### src/rtl/rwi_pkg.sv
package rwi_pkg;
   // Range index doubles as the bit position in each axis's enable field.
   typedef enum logic [1:0] {
      RNG_HIGH_POS = 2'd0,
      RNG_LOW_POS  = 2'd1,
      RNG_LOW_NEG  = 2'd2,
      RNG_HIGH_NEG = 2'd3
   } rng_e;

   localparam int RNG_COUNT = 4;
endpackage

### src/rtl/rwi_classify.sv
module rwi_classify
   import rwi_pkg::*;
#(
   parameter int DATA_W = 16
) (
   input  logic signed [DATA_W-1:0] sample,
   input  logic        [DATA_W-1:0] thresh,
   output rng_e                     rng
);
   localparam int EXT_W = DATA_W + 2;

   logic signed [EXT_W-1:0] s_ext;
   logic signed [EXT_W-1:0] th_pos;
   logic signed [EXT_W-1:0] th_neg;

   assign s_ext  = EXT_W'(sample);
   assign th_pos = $signed({2'b00, thresh});
   assign th_neg = -th_pos;

   // Boundary values land in the low ranges.
   always_comb begin
      if (s_ext > th_pos)
         rng = RNG_HIGH_POS;
      else if (s_ext >= 0)
         rng = RNG_LOW_POS;
      else if (s_ext >= th_neg)
         rng = RNG_LOW_NEG;
      else
         rng = RNG_HIGH_NEG;
   end
endmodule

### src/rtl/rwi_debounce.sv
module rwi_debounce #(
   parameter int CNT_W = 16
) (
   input  logic             clk,
   input  logic             rst_n,
   input  logic             smp_valid,
   input  logic             match,
   input  logic             freeze,
   input  logic [CNT_W-1:0] deb_len,
   output logic             cond
);
   localparam logic [CNT_W-1:0] CNT_ONE = {{(CNT_W-1){1'b0}}, 1'b1};
   localparam logic [CNT_W-1:0] CNT_MAX = {CNT_W{1'b1}};

   logic [CNT_W-1:0] cnt_q, cnt_nxt, deb_eff;
   logic             cond_nxt;

   assign deb_eff = (deb_len == '0) ? CNT_ONE : deb_len;

   always_comb begin
      if (!match)
         cnt_nxt = '0;
      else if (cnt_q == CNT_MAX)
         cnt_nxt = cnt_q;
      else
         cnt_nxt = cnt_q + CNT_ONE;
      cond_nxt = match && (cnt_nxt >= deb_eff);
   end

   always_ff @(posedge clk or negedge rst_n) begin
      if (!rst_n) begin
         cnt_q <= '0;
         cond  <= 1'b0;
      end else if (smp_valid) begin
         cnt_q <= cnt_nxt;
         if (!freeze)
            cond <= cond_nxt;
      end
   end


   count_clear_chk: assert property (@(posedge clk) disable iff (!rst_n)
      (smp_valid && !match) |=> (cnt_q == '0));


   idle_hold_chk: assert property (@(posedge clk) disable iff (!rst_n)
      !smp_valid |=> ($stable(cond) && $stable(cnt_q)));


   freeze_hold_chk: assert property (@(posedge clk) disable iff (!rst_n)
      freeze |=> $stable(cond));


   deb_reached_chk: assert property (@(posedge clk) disable iff (!rst_n)
      $rose(cond) |-> (cnt_q >= $past(deb_eff)));
endmodule

### src/rtl/rwi_combine.sv
module rwi_combine #(
   parameter int NAXES = 3
) (
   input  logic [NAXES-1:0] cond,
   input  logic [NAXES-1:0] and_mask,
   input  logic [NAXES-1:0] or_mask,
   output logic             int_and,
   output logic             int_or
);
   logic [NAXES-1:0] and_ok;
   logic [NAXES-1:0] or_hit;

   genvar a;
   generate
      for (a = 0; a < NAXES; a++) begin : g_ax
         assign and_ok[a] = cond[a] | ~and_mask[a];
         assign or_hit[a] = cond[a] &  or_mask[a];
      end
   endgenerate

   assign int_and = (|and_mask) & (&and_ok);
   assign int_or  = |or_hit;
endmodule

### src/rtl/rate_window_irq.sv
module rate_window_irq
   import rwi_pkg::*;
#(
   parameter int NAXES  = 3,
   parameter int DATA_W = 16,
   parameter int REF_W  = 8,
   parameter int DEB_W  = 8
) (
   input  logic                    clk,
   input  logic                    rst_n,
   input  logic                    smp_valid,
   input  logic [NAXES*DATA_W-1:0] smp_data,
   input  logic [NAXES*REF_W-1:0]  ref_lvl,
   input  logic                    shared_ref,
   input  logic [NAXES*DEB_W-1:0]  deb_lvl,
   input  logic                    shared_deb,
   input  logic [NAXES*4-1:0]      range_en,
   input  logic [NAXES-1:0]        and_mask,
   input  logic [NAXES-1:0]        or_mask,
   input  logic                    freeze,
   output logic [NAXES-1:0]        cond_live,
   output logic                    int_and,
   output logic                    int_or
);
   localparam int CNT_W  = 2 * DEB_W;
   localparam int LOW_W  = DATA_W - REF_W;

   generate
      if (NAXES < 2) begin : g_bad_axes
         $error("rate_window_irq: shared modes need at least two axes");
      end
      if (DATA_W != 2 * REF_W) begin : g_bad_ref
         $error("rate_window_irq: DATA_W must be twice REF_W");
      end
      if (RNG_COUNT != 4) begin : g_bad_rng
         $error("rate_window_irq: range enable field must be 4 bits");
      end
   endgenerate

   // Shared values: X byte high, Y byte low.
   logic [DATA_W-1:0] th_shared;
   logic [CNT_W-1:0]  deb_shared;

   assign th_shared  = {ref_lvl[0 +: REF_W], ref_lvl[REF_W +: REF_W]};
   assign deb_shared = {deb_lvl[0 +: DEB_W], deb_lvl[DEB_W +: DEB_W]};

   logic [NAXES-1:0] match;

   genvar a;
   generate
      for (a = 0; a < NAXES; a++) begin : g_axis
         logic [DATA_W-1:0]        th_axis;
         logic [CNT_W-1:0]         deb_axis;
         logic signed [DATA_W-1:0] smp_axis;
         logic [3:0]               en_axis;
         rng_e                     rng;

         assign th_axis  = shared_ref ? th_shared
                         : {ref_lvl[a*REF_W +: REF_W], {LOW_W{1'b0}}};
         assign deb_axis = shared_deb ? deb_shared
                         : {{DEB_W{1'b0}}, deb_lvl[a*DEB_W +: DEB_W]};
         assign smp_axis = $signed(smp_data[a*DATA_W +: DATA_W]);
         assign en_axis  = range_en[a*4 +: 4];

         rwi_classify #(.DATA_W(DATA_W)) u_cls (
            .sample (smp_axis),
            .thresh (th_axis),
            .rng    (rng)
         );

         assign match[a] = en_axis[rng];

         rwi_debounce #(.CNT_W(CNT_W)) u_deb (
            .clk       (clk),
            .rst_n     (rst_n),
            .smp_valid (smp_valid),
            .match     (match[a]),
            .freeze    (freeze),
            .deb_len   (deb_axis),
            .cond      (cond_live[a])
         );


         no_enable_chk: assert property (@(posedge clk) disable iff (!rst_n)
            (smp_valid && !freeze && en_axis == 4'b0000) |=> !cond_live[a]);
      end
   endgenerate

   rwi_combine #(.NAXES(NAXES)) u_comb (
      .cond     (cond_live),
      .and_mask (and_mask),
      .or_mask  (or_mask),
      .int_and  (int_and),
      .int_or   (int_or)
   );


   and_implies_or_chk: assert property (@(posedge clk) disable iff (!rst_n)
      (int_and && ((and_mask & or_mask) != '0)) |-> int_or);


   empty_and_chk: assert property (@(posedge clk) disable iff (!rst_n)
      (and_mask == '0) |-> !int_and);
endmodule

### config.mk
export PLATFORM = sky130hd
export DESIGN_NAME = rate_window_irq
export DESIGN_NICKNAME = d
export VERILOG_FILES = /design/src/rtl/rwi_pkg.sv /design/src/rtl/rwi_classify.sv /design/src/rtl/rwi_debounce.sv /design/src/rtl/rwi_combine.sv /design/src/rtl/rate_window_irq.sv
export SDC_FILE = /design/constraint.sdc
export NUM_CORES = 1
export LEC_CHECK = 0
export ABC_AREA = 1
export BUFFER_PORTS_ARGS = -buffer_cell sky130_fd_sc_hd__buf_2
export CAP_MARGIN = 5
export CELL_PAD_IN_SITES_DETAIL_PLACEMENT = 1
export CELL_PAD_IN_SITES_GLOBAL_PLACEMENT = 1
export CORE_MARGIN = 1
export CORE_UTILIZATION = 46
export CTS_CLUSTER_SIZE = 25
export DETAILED_ROUTE_END_ITERATION = 7
export PLACE_DENSITY = 0.95
export SYNTH_ARGS = -nofsm -noshare
export SYNTH_HDL_FRONTEND = slang
export SYNTH_SLANG_ARGS = --single-unit
### constraint.sdc
create_clock -name clk -period 4.3 [get_ports clk]
set_input_delay 1.075 -clock clk [delete_from_list [all_inputs] [get_ports clk]]
set_output_delay 1.075 -clock clk [all_outputs]
set_load 0.01 [all_outputs]
==> results.sh, run 1 <==
export IMPL_syn_nets=1620
export IMPL_yosysTopAreaCellShare_pct=21.66
export IMPL_grt_max_degree=50
export IMPL_initial_core_util_pct=47.24
export IMPL_synth_area_leaders="ha_1 22%, nand2_1 15%, dfrtp_1 14%"
export IMPL_worstEndpointType="sequential cell input"
export IMPL_synth_top_area_cell="ha_1"
export IMPL_grt_usage_pct=75.73
export IMPL_grt_worst_endpoint="g_axis[1].u_deb.cond$_DFFE_PN0P_/D"
export IMPL_port_buffers=124
export IMPL_ios=125
export IMPL_postPlaceCellArea_um2=10590
export IMPL_yosysWarnings=0
export IMPL_synth_top_flop_cell="dfrtp_1"
export IMPL_synth_edf_count=0
export IMPL_clk_path_buf_depth=2
export IMPL_synth_common_cells="366 x nand2_1, 158 x inv_1, 154 x ha_1"
export IMPL_cts_buffers=5
export IMPL_syn_area_per_cell_um2=6.608
export IMPL_synth_most_common_cell="nand2_1"
export IMPL_dp_cells=1814
export IMPL_stop_stage="global routing"
export IMPL_syn_inst=1346
export IMPL_yosys_register_bits=51
export IMPL_htreeDepth=2
export IMPL_num_rows=50
export IMPL_synth_area_um2=8895
export IMPL_synth_cell_types=50
export IMPL_grt_overflow_total=114
export IMPL_ys_async_sr_fraction_pct=100.0
export IMPL_synth_seq_area_share_pct=14.35
export IMPL_status="aborted with a tool error"
export IMPL_tool_error="[ERROR GRT-0232] Routing congestion too high. Check the congestion heatmap in the GUI."
export IMPL_hpwl_um=31750
export IMPL_gp_congestion=0.9345
export IMPL_dieHeight_um=141.1
export IMPL_root_buffer="clkbuf_16"
export IMPL_cts_sinks=51
export IMPL_die_width_um=141.1
-- routing by layer --
metal | overflow | track usage [%]
met1 | 0 | 75.33
met4 | 45 | 82.21
met3 | 1 | 55.91
met2 | 68 | 94.50
met5 | 0 | 18.55
-- kinds of logic after synthesis --
kind of cell / after synthesis / share of synthesized area [%]
simple gates: 713 / 37.70
flops: 51 / 14.35
xor+xnor: 60 / 5.908
buf+inv: 205 / 9.847
compound gates: 163 / 10.54
fa+ha+maj: 154 / 21.66
-- through the flow --
| step | setup slack, ps | utilization [%] |
|---|---|---|
| floorplan | -798.6 | - |
| detailed placement | -1620 | 56.26 |
| CTS | -1082 | 60.41 |
| global placement | -1062 | 56.26 |
-- repair_timing --
item	CTS
cloned	5
resized for setup	96
hold buffers	0
setup endpoints to repair	39
setup buffers	13
pin swaps	64
==> run 2, diff against run 1 <==
CELL_PAD_IN_SITES_DETAIL_PLACEMENT = unset   (was 1)
CELL_PAD_IN_SITES_GLOBAL_PLACEMENT = unset   (was 1)
CORE_UTILIZATION = 40   (was 46)
CTS_CLUSTER_SIZE = unset   (was 25)
PLACE_DENSITY = unset   (was 0.95)
PLACE_DENSITY_LB_ADDON = 0.15   (was unset)
==> results.sh, run 2 <==
export IMPL_status="complete, but fails checks"
export IMPL_violations="negative setup slack"
export IMPL_layout_cells_non_filler=1885
export IMPL_grt_pass1_wl_um=44600
export IMPL_initial_core_util_pct=40.76
export IMPL_nets=1878
export IMPL_htreeDepth=2
export IMPL_layout_common_cells="357 x nand2_1, 158 x inv_1, 152 x ha_1"
export IMPL_grt_pass1_vias=9116
export IMPL_syn_area_per_cell_um2=6.608
export IMPL_timing_fmax_mhz=199.3
export IMPL_tightest_slew_ps=938.2
export IMPL_syn_nets=1620
export IMPL_path_class="input pin to register"
export IMPL_combPwrFrac_pct=48.9
export IMPL_p_clk_share_pct=26.0
export IMPL_antenna_found_initial=0
export IMPL_reg_top3="g_axis.u_deb.cnt_q (48), g_axis.u_deb.cond (3)"
export IMPL_synth_area_leaders="ha_1 22%, nand2_1 15%, dfrtp_1 14%"
export IMPL_cts_tree="yes"
export IMPL_hpwl_um=22580
export IMPL_synth_top_flop_cell="dfrtp_1"
export IMPL_min_path_type="register to register"
export IMPL_first_pass_iters=5
export IMPL_dp_cells=1845
export IMPL_clk_path_buf_depth=2
export IMPL_crit_fanout=6
export IMPL_synth_top_area_cell="ha_1"
export IMPL_slew_headroom_pct=37.46
export IMPL_crit_path_end_kind="register"
export IMPL_setup_tns_ps=-3886
export IMPL_multi_input_area_um2=7114
export IMPL_powerDensity_nw_per_um2=177.9
export IMPL_fillers=2170
export IMPL_synth_seq_area_share_pct=14.35
export IMPL_ir_drop_uv=131.1
export IMPL_diodes=0
export IMPL_wirelength_um=28400
export IMPL_start_kind="input pin"
export IMPL_drv_cap=0
export IMPL_finalHoldViolCount=0
export IMPL_grt_max_degree=49
export IMPL_synth_most_common_cell="nand2_1"
export IMPL_syn_inst=1346
export IMPL_yosysTopAreaCellShare_pct=21.66
export IMPL_final_core_util_pct=53.25
export IMPL_drt_iter0_drc=617
export IMPL_gp_congestion=0.9301
export IMPL_yosysWarnings=0
export IMPL_grt_overflow_total=0
export IMPL_root_buffer="clkbuf_16"
export IMPL_holdBufCountCts=0
export IMPL_port_buffers=124
export IMPL_critPathSlowestCell="or3_4"
export IMPL_drive_above_1_share_pct=26.29
export IMPL_regArea_um2=1276
export IMPL_grt_usage_pct=24.58
export IMPL_ys_async_sr_fraction_pct=100.0
export IMPL_r2r_setup_slack_ps=910
export IMPL_clock_skew_ps=12.14
export IMPL_dr_total_vias=9587
export IMPL_post_route_drc_count=0
export IMPL_yosys_register_bits=51
export IMPL_maxSlewViolCount=0
export IMPL_total_power_mw=2.067
export IMPL_hold_depth=2
export IMPL_vias_per_cell=5.086
export IMPL_dieHeight_um=151.1
export IMPL_area_delta_synth_final_pct=30.65
export IMPL_setup_violations=12
export IMPL_coreArea_um2=21820
export IMPL_fin_ws_ps=-718.7
export IMPL_die_area_um2=22840
export IMPL_final_common_cell="nand2_1"
export IMPL_intPower_mw=1.277
export IMPL_min_from="g_axis[2].u_deb.cnt_q[15]$_DFFE_PN0P_"
export IMPL_cp_slowest_stage_delay_ps=380
export IMPL_largest_reg_flops=48
export IMPL_wl_per_cell_um=15.07
export IMPL_fin_crit_sh_pct=116.7
export IMPL_ios=125
export IMPL_whs_endpoint="g_axis[2].u_deb.cnt_q[15]$_DFFE_PN0P_"
export IMPL_p_sw_share_pct=38.22
export IMPL_reg2reg_depth=16
export IMPL_synth_cell_types=50
export IMPL_num_rows=54
export IMPL_seqPwrFrac_pct=25.1
export IMPL_reg2reg_from="g_axis[1].u_deb.cnt_q[0]$_DFFE_PN0P_"
export IMPL_synth_area_um2=8895
export IMPL_cp_required_ps=4490
export IMPL_cts_buffers=5
export IMPL_rsz0062_at_grt="true"
export IMPL_clk_pin_slew_ps=70
export IMPL_cp_arrival_ps=5210
export IMPL_power_leakage_nw=6.314
export IMPL_synth_common_cells="366 x nand2_1, 158 x inv_1, 154 x ha_1"
export IMPL_p_sw_uw=790.1
export IMPL_die_width_um=151.1
export IMPL_clock_latency_ps=310
export IMPL_regMostFlops="g_axis.u_deb.cnt_q"
export IMPL_ant_nets=0
export IMPL_synth_edf_count=0
export IMPL_period_needed_ps=5019
export IMPL_cts_sinks=51
export IMPL_worst_r2r_endpoint="g_axis[1].u_deb.cond$_DFFE_PN0P_"
==> run 2: stage by stage <==
step / cell area (um2) / setup WS [ps] / hold WS [ps]
6_report: 11620 / -718.7 / 494.3
5_1_grt: 11620 / -1060 / 521.7
4_1_cts: 11110 / -720.4 / 499.7
3_5_place_dp: 10700 / -1337 / 477.6
3_3_place_gp: 10700 / -1217 / 466.6
2_1_floorplan: 8971 / -798.6 / 449.4
==> run 2: worst max-delay path, delay by kind of cell <==
kind | cells | cell delay, ps
buf+inv | 4 | 540
xor+xnor | 1 | 170
simple gates | 22 | 2320
fa+ha+maj | 3 | 670
compound gates | 4 | 420
==> run 2: layout make-up <==
class | instances | area share, %
repair buffers | 281 | 17.46
clock buffers | 5 | 1.077
flip-flops and latches | 51 | 10.98
well taps | 280 | 3.015
inverters | 172 | 5.663
clock inverters | 3 | 0.5814
multi-input cells | 1093 | 61.22
==> run 2: metal layers <==
metal / global-route usage (%) / vias to the layer above / share of wire (%)
met1: 33.00 / 4316 / 47
met4: 4.850 / 0 / 1.5
met3: 2.892 / 31 / 3.9
met5: 0 / - / 0
met2: 42.13 / 209 / 47
li1: - / 5031 / -
==> run 2: repair_timing <==
action,CTS,global route
gates cloned,1,5
resized for setup,38,63
pin swaps,23,39
endpoints found under the setup margin,19,51
buffers inserted,5,21
==> run 2: worst max path at each step <==
stage | depth (start not counted) | slack (ps) | start | endpoint
4_1_cts | 34 | -720 | shared_ref | g_axis[2].u_deb.cond$_DFFE_PN0P_
6_report | 34 | -720 | ref_lvl[8] | g_axis[2].u_deb.cond$_DFFE_PN0P_
2_1_floorplan | 33 | -800 | shared_ref | g_axis[1].u_deb.cond$_DFFE_PN0P_
3_5_place_dp | 33 | -1340 | shared_ref | g_axis[2].u_deb.cond$_DFFE_PN0P_
3_3_place_gp | 33 | -1220 | shared_ref | g_axis[2].u_deb.cond$_DFFE_PN0P_
5_1_grt | 37 | -1060 | ref_lvl[8] | g_axis[1].u_deb.cond$_DFFE_PN0P_
==> run 2: power by group through the flow <==
stage / Combinational (mW) / Sequential (mW) / Clock (mW)
finish: 1.01 / 0.519 / 0.538
global route: 1.13 / 0.523 / 0.565
CTS: 0.925 / 0.519 / 0.548
detailed placement: 0.887 / 0.528 / 0
global placement: 0.879 / 0.527 / 0
floorplan: 0.542 / 0.520 / 0
==> run 2: cells by family after synthesis <==
family	share of synthesized area, %
buffers and inverters	9.847
XOR/XNOR	5.908
AO/OA/AOI/OAI	10.54
AND/OR/NAND/NOR	37.70
adder cells (fa/ha/maj)	21.66
flip-flops	14.35
Power figures use the tool's default switching activity.
==> run 3, diff against run 2 <==
CORE_UTILIZATION = 50   (was 40)
RECOVER_POWER = 25   (was unset)
==> results.sh, run 3 (same netlist as run 2, synthesis figures left out) <==
export IMPL_finalHoldViolCount=0
export IMPL_htreeDepth=2
export IMPL_hpwl_um=21770
export IMPL_drive_above_1_share_pct=27.88
export IMPL_dp_cells=1786
export IMPL_violations="negative setup slack"
export IMPL_timing_fmax_mhz=188.3
export IMPL_cts_tree="yes"
export IMPL_wl_per_cell_um=15.13
export IMPL_fin_crit_sh_pct=123.5
export IMPL_layout_cells_non_filler=1834
export IMPL_area_delta_synth_final_pct=30.64
export IMPL_min_path_type="register to register"
export IMPL_timing_hold_ws_ps=506.8
export IMPL_critPathSlowestCell="ha_1"
export IMPL_slew_headroom_pct=12.85
export IMPL_coreArea_um2=17360
export IMPL_grt_use_met2_pct=50.20
export IMPL_layout_common_cells="347 x nand2_1, 158 x inv_1, 150 x ha_1, 150 x buf_4, 120 x buf_2"
export IMPL_crit_fanout=7
export IMPL_nets=1882
export IMPL_ir_drop_uv=160.4
export IMPL_cp_arrival_ps=5490
export IMPL_num_rows=48
export IMPL_clk_pin_slew_ps=60
export IMPL_postLayoutCellArea_um2=11620
export IMPL_drv_cap=0
export IMPL_cp_required_ps=4480
export IMPL_fillers=1532
export IMPL_fin_ws_ps=-1012
export IMPL_grt_pass1_wl_um=44650
export IMPL_die_width_um=135.4
export IMPL_largest_reg_flops=48
export IMPL_first_pass_iters=5
export IMPL_crit_path_end_kind="register"
export IMPL_wirelength_um=27760
export IMPL_antenna_found_initial=2
export IMPL_use_met3_pct=4.153
export IMPL_port_buffers=124
export IMPL_grt_max_degree=49
export IMPL_grt_use_met1_pct=41.25
export IMPL_ant_nets=0
export IMPL_tightest_slew_ps=1307
export IMPL_grt_overflow_total=0
export IMPL_setup_tns_ps=-2657
export IMPL_status="complete, but fails checks"
export IMPL_final_common_cell="nand2_1"
export IMPL_initial_core_util_pct=51.25
export IMPL_clock_latency_ps=290
export IMPL_grt_usage_pct=30.30
export IMPL_cts_buffers=5
export IMPL_dr_total_vias=9922
export IMPL_grt_pass1_vias=9402
export IMPL_regMostFlops="g_axis.u_deb.cnt_q"
export IMPL_drt_iter0_drc=482
export IMPL_cts_sinks=51
export IMPL_dieHeight_um=135.4
export IMPL_rsz0062_at_grt="true"
export IMPL_vias_per_cell=5.410
export IMPL_grt_busiest_layer="met2"
export IMPL_holdBufCountCts=0
export IMPL_start_kind="input pin"
export IMPL_period_needed_ps=5312
export IMPL_gp_congestion=0.9394
export IMPL_clk_path_buf_depth=2
export IMPL_setup_violations=3
export IMPL_crit_top_cell="nand2_1"
export IMPL_ios=125
export IMPL_reg_top3="g_axis.u_deb.cnt_q (48), g_axis.u_deb.cond (3)"
export IMPL_die_area_um2=18330
export IMPL_clock_skew_ps=8.576
export IMPL_maxSlewViolCount=0
export IMPL_cp_slowest_stage_delay_ps=290
export IMPL_post_route_drc_count=0
export IMPL_power_leakage_nw=6.320
export IMPL_powerDensity_nw_per_um2=167.6
export IMPL_path_class="input pin to register"
export IMPL_postPlaceCellArea_um2=10580
export IMPL_root_buffer="clkbuf_16"
-- run 3: final timing paths --
| path | from | end | slack, ps | cells after the start |
|---|---|---|---|---|
| worst min register to register | g_axis[2].u_deb.cnt_q[15]$_DFFE_PN0P_ | g_axis[2].u_deb.cnt_q[15]$_DFFE_PN0P_ | 510 | 2 |
| worst max register to register | g_axis[0].u_deb.cnt_q[0]$_DFFE_PN0P_ | g_axis[0].u_deb.cond$_DFFE_PN0P_ | 910 | 17 |
| worst max-delay path | shared_ref | g_axis[0].u_deb.cond$_DFFE_PN0P_ | -1010 | 35 |
| max in group asynchronous | rst_n | g_axis[2].u_deb.cnt_q[11]$_DFFE_PN0P_ | 2130 | 2 |
| worst min-delay path | g_axis[2].u_deb.cnt_q[15]$_DFFE_PN0P_ | g_axis[2].u_deb.cnt_q[15]$_DFFE_PN0P_ | 510 | 2 |
| min in group asynchronous | rst_n | g_axis[1].u_deb.cnt_q[5]$_DFFE_PN0P_ | 1050 | 1 |
-- run 3: per-layer routing --
metal / vias to the layer above / part of all wire (%)
li1: 5035 / -
met1: 4540 / 46
met2: 294 / 47
met3: 53 / 5.5
met4: 0 / 1.9
met5: - / 0
-- run 3: stage by stage --
| step | util, % | total power [mW] | worst slack, ps |
|---|---|---|---|
| finish | 66.95 | 1.948 | -1012 |
| global route | 66.93 | 2.085 | -1295 |
| CTS | 64.37 | 1.873 | -980.5 |
| detailed placement | 60.94 | 1.406 | -1500 |
| global placement | 60.94 | 1.386 | -1392 |
| floorplan | - | 1.062 | -798.6 |
-- run 3: cell type report --
type                       count  area, um2  area share (%)
timing repair buffer         287       1966           16.92
multi-input combinational   1091       7302           62.84
clock buffer                   6      128.9           1.109
sequential                    51       1276           10.98
tap                          225      281.5           2.423
inverter                     172      660.6           5.685
antenna                        2      5.005         0.04307
-- run 3: power breakdown --
group	switching, mW	leakage (nW)	internal (mW)	total [mW]
Clock	0.177	0.0628	0.210	0.388
Combinational	0.581	5.55	0.458	1.04
Sequential	0.0244	0.706	0.496	0.521
Total	0.783	6.32	1.16	1.95
-- run 3: timing repair --
| item | 4_1_cts | 5_1_grt |
|---|---|---|
| buffers inserted | 19 | 22 |
| cloned | 1 | 0 |
| pin swaps | 71 | 75 |
| resized for setup | 76 | 65 |
| setup endpoints to repair | 35 | 51 |
-- run 3: critical path, delay by kind of cell --
family          cells  cell delay (ps)
simple gates       22             2230
buf+inv             6              800
compound gates      4              590
fa+ha+maj           2              540
xor+xnor            1              210
